==> src/rtl/shift_pkg.sv <==
package shift_pkg;
  typedef enum logic [1:0] {
    SH_LL   = 2'b00,
    SH_PASS = 2'b01,
    SH_RL   = 2'b10,
    SH_RA   = 2'b11
  } shift_op_e;
endpackage

==> src/rtl/shift_ctl.sv <==
module shift_ctl
  import shift_pkg::*;
(
  input  logic [1:0] op_i,
  input  logic       msb_i,
  output logic       active_o,
  output logic       right_o,
  output logic       fill_o
);
  shift_op_e op;

  always_comb begin
    op       = shift_op_e'(op_i);
    active_o = (op != SH_PASS);
    right_o  = (op == SH_RL) || (op == SH_RA);
    fill_o   = (op == SH_RA) ? msb_i : 1'b0;
  end
endmodule

==> src/rtl/shift_stage.sv <==
module shift_stage #(
  parameter int WIDTH = 32,
  parameter int DIST  = 1
) (
  input  logic [WIDTH-1:0] din,
  input  logic             en,
  input  logic             right,
  input  logic             fill,
  output logic [WIDTH-1:0] dout
);
  logic [WIDTH-1:0] to_left;
  logic [WIDTH-1:0] to_right;

  always_comb begin
    to_left  = {din[WIDTH-1-DIST:0], {DIST{1'b0}}};
    to_right = {{DIST{fill}}, din[WIDTH-1:DIST]};
    if (!en)
      dout = din;
    else if (right)
      dout = to_right;
    else
      dout = to_left;
  end
endmodule

==> src/rtl/log_shifter.sv <==
module log_shifter #(
  parameter int WIDTH = 32,
  localparam int SHW = $clog2(WIDTH)
) (
  input  logic [WIDTH-1:0] opnd_i,
  input  logic [SHW-1:0]   amt_i,
  input  logic [1:0]       op_i,
  output logic [WIDTH-1:0] res_o
);
  logic active;
  logic right;
  logic fill;
  logic [WIDTH-1:0] lvl [0:SHW];

  shift_ctl u_ctl (
    .op_i     (op_i),
    .msb_i    (opnd_i[WIDTH-1]),
    .active_o (active),
    .right_o  (right),
    .fill_o   (fill)
  );

  assign lvl[0] = opnd_i;

  // Stage k moves the word by 2**(SHW-1-k): largest distance first.
  for (genvar k = 0; k < SHW; k++) begin : g_stage
    localparam int BIT = SHW - 1 - k;
    shift_stage #(
      .WIDTH (WIDTH),
      .DIST  (1 << BIT)
    ) u_stage (
      .din   (lvl[k]),
      .en    (active & amt_i[BIT]),
      .right (right),
      .fill  (fill),
      .dout  (lvl[k+1])
    );
  end

  assign res_o = lvl[SHW];
endmodule

==> config.mk <==
export PLATFORM = sky130hd
export DESIGN_NAME = log_shifter
export DESIGN_NICKNAME = d
export VERILOG_FILES = /design/src/rtl/shift_pkg.sv /design/src/rtl/shift_ctl.sv /design/src/rtl/shift_stage.sv /design/src/rtl/log_shifter.sv
export SDC_FILE = /design/constraint.sdc
export NUM_CORES = 1
export LEC_CHECK = 0
export CORE_MARGIN = 3
export CORE_UTILIZATION = 50
export DETAILED_ROUTE_END_ITERATION = 8
export PLACE_DENSITY_LB_ADDON = 0.1
export SYNTH_ARGS = -nofsm -noshare
export SYNTH_HDL_FRONTEND = slang
export SYNTH_SLANG_ARGS = --single-unit
==> constraint.sdc <==
create_clock -name vclk -period 2.9
set_clock_uncertainty 0.15 [all_clocks]
set_input_delay 0.29 -clock vclk [all_inputs]
set_output_delay 0.29 -clock vclk [all_outputs]
set_load 0.005 [all_outputs]
==> results of run 1 <==
[logic make-up after synthesis]
family	count (synthesis)
and+or+nand+nor	214
buffers and inverters	76
AOI/OAI and AO/OA	339
muxes	29
[metrics by stage]
stage / std cells / hold WS (ps)
3_5_place_dp: 1010 / 1574
3_3_place_gp: 1010 / 1558
2_1_floorplan: 658 / 527.0
==> flow_summary.ini, run 1 <==
[die]
num_io_pins = 71
placementRows = 32
start_util_pct = 52.18
die_h_um = 96.27
die_w_um = 96.27

[logic_synthesis]
syn_area_per_cell_um2 = 6.191
syn-num-nets = 697
synth_top_area_share_pct = 7.617
synth.distinct_cells = 81
synth_xor_xnor_area_share_pct = 0
yosys_warnings = 0
synth.area.mux_share_pct = 7.463
synth_area_leaders = a21oi_1 (7.6%), nand2_1 (6.8%), o21ai_0 (6.8%), mux2i_1 (4.9%), nor2_1 (4.8%)
syn_area_mm2 = 0.004074
synthAdderAreaFrac_pct = 0
yosysSeqAreaShare_pct = 0
yosys.area_share.simple_pct = 25.12
synth.most_common_cell = nand2_1
yosysTopAreaCell = a21oi_1
synth_compound_area_share_pct = 58.63
synth_commonest_cells = nand2_1 (74), a21oi_1 (62), o21ai_0 (55)
syn_inst = 658
synth_top_family_by_area = compound AO/OA/AOI/OAI gates

[place]
dp_slack_ps = -932.0
postPlaceCellArea_mm2 = 0.006529
place_congestion = 1.168
post-dp-hpwl_mm = 18.13
port_buffers = 71

[status]
stop_error = [ERROR DPL-0033] detailed placement checks failed during check placement.
haltStage = clock tree synthesis (4_1_cts)
status = aborted with a tool error

[cts]
cts_setup_buffers = 52
ctsHoldBuffers = 0
cts_resized = 300
==> run 2: changes to the inputs <==
--- a/config.mk
+++ b/config.mk
@@ -6,9 +6,9 @@
 export NUM_CORES = 1
 export LEC_CHECK = 0
 export CORE_MARGIN = 3
-export CORE_UTILIZATION = 50
+export CORE_UTILIZATION = 35
 export DETAILED_ROUTE_END_ITERATION = 8
-export PLACE_DENSITY_LB_ADDON = 0.1
+export PLACE_DENSITY_LB_ADDON = 0.15
 export SYNTH_ARGS = -nofsm -noshare
 export SYNTH_HDL_FRONTEND = slang
 export SYNTH_SLANG_ARGS = --single-unit
==> run 2 against run 1 <==
The flow now finishes, with violations (negative setup slack); synthesized cell count did not move; area after synthesis is the same.
==> flow_summary.ini, run 2 <==
[setup_path]
cp_max_fo = 6
startpoint_type = primary input
critPathKind = primary input to output pin
worstPathArrival_ps = 2570
endpoint_kind = output pin
crit_required_ps = 2460

[die]
die_w_um = 113.9
core_region_area_mm2 = 0.01113
num_io_pins = 71
die_h_um = 113.9
start_util_pct = 36.62
dieArea_mm2 = 0.01297
placementRows = 38

[layout]
area_delta_synth_final_pct = 110.4
final_common_cell = buf_4
fill_cells = 784
seq_cells = 0
regArea_um2 = 0
diodes = 0
clockBufferCount = 0
final_layout_size_suffix_gt1_share_pct = 58.51
nets = 1046
final_cell_mix = buf_4 (282), nand2_1 (59), buf_6 (48), a21oi_1 (45), nor2_1 (34)
fin_util_pct = 77.05
fin_area_mm2 = 0.008572

[power_and_ir_drop]
pwr-share-clk_pct = 0
switching_share_pct = 51.34
p_per_area_mw_per_mm2 = 243.0
p_leak_nw = 3.769
combPwrFrac_pct = 100.0
ir_drop_uv = 154.0
p_sw_mw = 1.070
power_frac_seq_pct = 0
p_int_mw = 1.014

[logic_synthesis]
synth.most_common_cell = nand2_1
synth_area_leaders = a21oi_1 (7.6%), nand2_1 (6.8%), o21ai_0 (6.8%), mux2i_1 (4.9%), nor2_1 (4.8%)
syn_inst = 658
syn_area_mm2 = 0.004074
synth_top_area_share_pct = 7.617
yosysSeqAreaShare_pct = 0
syn-num-nets = 697
synth.distinct_cells = 81
synth_commonest_cells = nand2_1 (74), a21oi_1 (62), o21ai_0 (55)
yosys_warnings = 0
syn_area_per_cell_um2 = 6.191
yosysTopAreaCell = a21oi_1

[timing]
setup_violations = 15
whs_ps = 1248
fin_crit_sh_pct = 103.6
slew_headroom_pct = 49.37
rsz0062_at_grt = true
setup_ws_ps = -105.7
hold_viol = 0
drv_slew = 0
fin_tns_setup_ps = -629.3
fmax_ghz = 0.3327
period_needed_ps = 3006
tightest_slew_ps = 759.5

[worst_hold_path]
worstHoldPathType = primary input to output pin
hold_depth = 6

[global_route]
grt_max_degree = 28
grt_pass1_vias = 7734
grt_overflow_total = 0
grt_usage_pct = 41.34
grt_pass1_wl_mm = 42.83
antenna_found_initial = 0

[routing]
vias = 7953
drtPass1Iterations = 6
routedWlPerCell_um = 25.53
avgViaCountPerCell = 6.946
route.detailed.drc = 0
ant_nets = 0
wl_mm = 29.24
drt-initial-drc-count = 1289

[place]
port_buffers = 71
postPlaceCellArea_mm2 = 0.006689
place_congestion = 1.087
post-dp-hpwl_mm = 19.83
dp_slack_ps = -1037

[flow_run]
max_cap_violations = 0

[status]
violations = negative setup slack
status = finished, violations left
run 2: cell counts after synthesis:
No cell type changed its count.
run 2: critical path: stages:
cell and delay, ps:
buf_8 110, buf_8 130, nand2b_2 240, buf_4 210, mux2i_1 130, o21ai_1 160
nand2_2 150, o211ai_1 380, buf_4 180, nor3_1 50, a2111oi_2 370, buf_2 180
run 2: repair_timing:
action	CTS	global route
gates cloned	2	0
gates resized for setup	351	132
hold buffers	0	0
pin swaps	90	57
buffers inserted	74	13
endpoints found under the setup margin	32	31
run 2: per-layer routing:
metal	GRT usage, %	part of all wire, %
met1	51.84	37
met2	67.61	44
met3	8.912	12
met4	19.08	7.4
met5	0	0
run 2: power by group through the flow:
stage          Clock (mW)  Combinational, mW  Sequential (mW)
4_1_cts                 0               1.82                0
6_report                0               2.08                0
3_3_place_gp            0               1.52                0
2_1_floorplan           0              0.700                0
5_1_grt                 0               2.16                0
3_5_place_dp            0               1.53                0
run 2: logic make-up after synthesis:
| family | after synthesis | share of synthesized area, % |
|---|---|---|
| and+or+nand+nor | 214 | 25.12 |
| muxes | 29 | 7.463 |
| AOI/OAI and AO/OA | 339 | 58.63 |
| buffers and inverters | 76 | 8.784 |
run 2: cell type report:
cell class | instances | area (µm²) | share of cell area [%]
Tap cell | 140 | 175.2 | 2.043
Inverter | 8 | 33.78 | 0.3941
Timing Repair Buffer | 415 | 3487 | 40.68
Multi-Input combinational cell | 582 | 4876 | 56.88
run 2: stage by stage:
stage | instances | total power [mW]
2_1_floorplan | 658 | 0.7002
3_3_place_gp | 1063 | 1.519
3_5_place_dp | 1063 | 1.532
4_1_cts | 1134 | 1.822
5_1_grt | 1145 | 2.162
6_report | 1145 | 2.083
run 2: path summary, 6_finish.rpt:
check             startpoint        end  slack (ps)
setup / recovery     op_i[0]  res_o[26]        -110
hold / removal       op_i[1]   res_o[1]        1250
No activity file was read; power rests on OpenSTA's default activity.
==> run 3: changes to the inputs <==
--- a/config.mk
+++ b/config.mk
@@ -5,7 +5,6 @@
 export SDC_FILE = /design/constraint.sdc
 export NUM_CORES = 1
 export LEC_CHECK = 0
-export CORE_MARGIN = 3
 export CORE_UTILIZATION = 35
 export DETAILED_ROUTE_END_ITERATION = 8
 export PLACE_DENSITY_LB_ADDON = 0.15
==> run 3 against run 2 <==
The run still ends with negative setup slack left; critical path type unchanged; critical endpoint is now res_o[28]; count of clock-buffer cells in the layout unchanged; flip-flop and latch count unchanged; highest routed layer unchanged; routed wire length decreased by 4.3%; sequential share of layout area unchanged; total power decreased by 2.1%; combinational power decreased by 2%; final cell count increased by 0.52%; critical path depth increased by 2; largest power group unchanged; maximum frequency increased by 1.9%; via count decreased by 1.8%; utilization decreased by 1.2 points.
==> flow_summary.ini, run 3 (synthesized netlist as in run 2, its figures left out) <==
[routing]
routedWlPerCell_um = 24.30
wl_mm = 27.97
ant_nets = 0
drtPass1Iterations = 6
avgViaCountPerCell = 6.782
drt-initial-drc-count = 892
route.detailed.drc = 0
dr_wl_met3_mm = 3.209
vias = 7806
wl_met1_mm = 10.60
wl_met2_mm = 12.43
top_layer = met4

[setup_path]
crit_required_ps = 2460
crit_path_cell_trace = buf_8 > buf_8 > and3_4 > buf_6 > a21o_1 > a221o_1 > nand2_2 > buf_6 > o211ai_1 > buf_4 > mux2_2 > o22ai_2 > a21oi_1 > buf_2
critPathKind = primary input to output pin
endpoint_kind = output pin
startpoint_type = primary input
slowest_delay_ps = 380
cp_max_fo = 8
crit_buf_inv = 6
crit_slowest_cell = a221o_1
critical-path-top-delay-family = compound AO/OA/AOI/OAI gates
worstPathArrival_ps = 2510

[timing]
fin_crit_sh_pct = 101.7
setup_ws_ps = -49.23
setup_violations = 7
drv_slew = 0
period_needed_ps = 2949
slew_headroom_pct = 61.57
hold_viol = 0
rsz0062_at_grt = true
tightest_slew_ps = 576.5
whs_ps = 1043
fmax_ghz = 0.3391

[place]
postPlaceCellArea_mm2 = 0.006768
dp_slack_ps = -1018
post-dp-hpwl_mm = 19.61
place_inst = 1071
place_congestion = 1.006
port_buffers = 71

[power_and_ir_drop]
p_sw_mw = 1.025
p_int_mw = 1.015
power_frac_seq_pct = 0
p_per_area_mw_per_mm2 = 236.6
ir_drop_uv = 128.4
pwr-share-clk_pct = 0
combPwrFrac_pct = 100.0
switching_share_pct = 50.26
p_leak_nw = 3.861

[layout]
final_common_cell = buf_4
seq_cells = 0
final_cell_mix = buf_4 (287), nand2_1 (64), a21oi_1 (48), nor2_1 (38), buf_6 (37)
multi_input_area_mm2 = 0.004803
nets = 1049
diodes = 0
fill_cells = 849
regArea_um2 = 0
final_layout_size_suffix_gt1_share_pct = 56.85
area_delta_synth_final_pct = 111.6
fin_area_mm2 = 0.008621
clockBufferCount = 0
finalNonFillerCells = 1151

[global_route]
grt_overflow_total = 0
grt_max_degree = 43
grt_usage_pct = 44.59
grt_pass1_wl_mm = 40.77
grt_pass1_vias = 7359
antenna_found_initial = 0

[die]
die_h_um = 109.9
core_region_area_mm2 = 0.01137
placementRows = 39
dieArea_mm2 = 0.01207
die_w_um = 109.9
start_util_pct = 35.83
num_io_pins = 71

[worst_hold_path]
worstHoldPathType = primary input to output pin

[status]
status = finished, violations left
violations = negative setup slack

[cts]
ctsHoldBuffers = 0

[flow_run]
max_cap_violations = 0
[run 3: repair_timing]
item | CTS | global route
pin swaps | 76 | 60
gates cloned | 3 | 1
buffers inserted | 64 | 16
resized for setup | 331 | 123
hold endpoints to repair | 0 | 0
endpoints found under the setup margin | 32 | 32
[run 3: final cells by class]
cell class,count,share of cell area (%)
multi-input combinational,582,55.72
timing repair buffer,418,41.80
tap,143,2.075
inverter,8,0.4064
[run 3: worst paths after layout]
check	end	cells after the start	startpoint
max	res_o[28]	14	op_i[0]
min	res_o[26]	5	amt_i[1]
[run 3: metal layers]
| layer | global-route usage [%] | vias up |
|---|---|---|
| met4 | 26.19 | 0 |
| met2 | 70.18 | 641 |
| met3 | 10.91 | 180 |
| li1 | - | 3296 |
| met1 | 54.74 | 3689 |
| met5 | 0 | - |
[run 3: stage by stage]
stage,utilization (%),power (mW),setup TNS [ps]
after floorplan,-,0.7002,0
after global routing,75.82,2.125,-986.5
after CTS,71.56,1.841,-312.7
after detailed placement,59.52,1.541,-26220
after global placement,59.52,1.537,-24800
final,75.82,2.040,-170.6
[run 3: power by group through the flow]
| stage | Sequential (mW) | Combinational, mW | Clock (mW) |
|---|---|---|---|
| floorplan | 0 | 0.700 | 0 |
| global route | 0 | 2.12 | 0 |
| detailed placement | 0 | 1.54 | 0 |
| global placement | 0 | 1.54 | 0 |
| finish | 0 | 2.04 | 0 |
| CTS | 0 | 1.84 | 0 |
==> run 4: changes to the inputs <==
--- a/config.mk
+++ b/config.mk
@@ -5,7 +5,9 @@
 export SDC_FILE = /design/constraint.sdc
 export NUM_CORES = 1
 export LEC_CHECK = 0
-export CORE_UTILIZATION = 35
+export CELL_PAD_IN_SITES_DETAIL_PLACEMENT = 1
+export CELL_PAD_IN_SITES_GLOBAL_PLACEMENT = 2
+export CORE_UTILIZATION = 30
 export DETAILED_ROUTE_END_ITERATION = 8
 export PLACE_DENSITY_LB_ADDON = 0.15
 export SYNTH_ARGS = -nofsm -noshare
==> run 4 against run 3 <==
The run now fails in global routing (5_1_grt); synthesized cell count did not move; area after synthesis did not move.
==> flow_summary.ini, run 4 <==
[die]
placementRows = 42
num_io_pins = 71
die_w_um = 118.5
start_util_pct = 30.76
die_h_um = 118.5

[global_route]
grt_overflow_total = 57
grt_usage_pct = 77.46
antenna_found_initial = 6
grt_max_degree = 34

[status]
stop_error = [ERROR GRT-0232] Routing congestion too high. Check the congestion heatmap in the GUI.
status = aborted with a tool error
haltStage = global routing (5_1_grt)

[logic_synthesis]
syn_area_per_cell_um2 = 6.191
yosysSeqAreaShare_pct = 0
synth.distinct_cells = 81
synth_area_leaders = a21oi_1 (7.6%), nand2_1 (6.8%), o21ai_0 (6.8%), mux2i_1 (4.9%), nor2_1 (4.8%)
synth.most_common_cell = nand2_1
syn_area_mm2 = 0.004074
synth_top_area_share_pct = 7.617
syn_inst = 658
yosysTopAreaCell = a21oi_1
syn-num-nets = 697
synth_commonest_cells = nand2_1 (74), a21oi_1 (62), o21ai_0 (55)
yosys_warnings = 0

[place]
post-dp-hpwl_mm = 22.63
place_congestion = 1.033
dp_slack_ps = -1025
port_buffers = 71

[cts]
ctsHoldBuffers = 0

[timing]
worst-ep-kind = top-level output
grt-worst-endpoint = res_o[8]
## run 4: kinds of logic after synthesis
kind of cell | after synthesis | share of synthesized area, %
simple gates | 214 | 25.12
buf+inv | 76 | 8.784
compound gates | 339 | 58.63
mux | 29 | 7.463
## run 4: stage by stage
step           hold slack [ps]  setup TNS [ps]  util [%]  instances  instance area (µm²)
4_1_cts                   1156          -461.1     63.10       1169                 8357
3_5_place_dp              1542          -29680     51.34       1106                 6799
3_3_place_gp              1536          -29530     51.34       1106                 6799
2_1_floorplan            527.0               0         -        658                 4074
## run 4: repair_timing
item                       CTS
buffers inserted            61
gates resized for setup    385
cloned                       5
pin swaps                   95
setup endpoints to repair   32
## run 4: routing by layer
layer	global-route usage (%)	overflow
met4	78.64	33
met3	60.42	0
met1	78.71	0
met2	93.97	24
met5	19.85	0
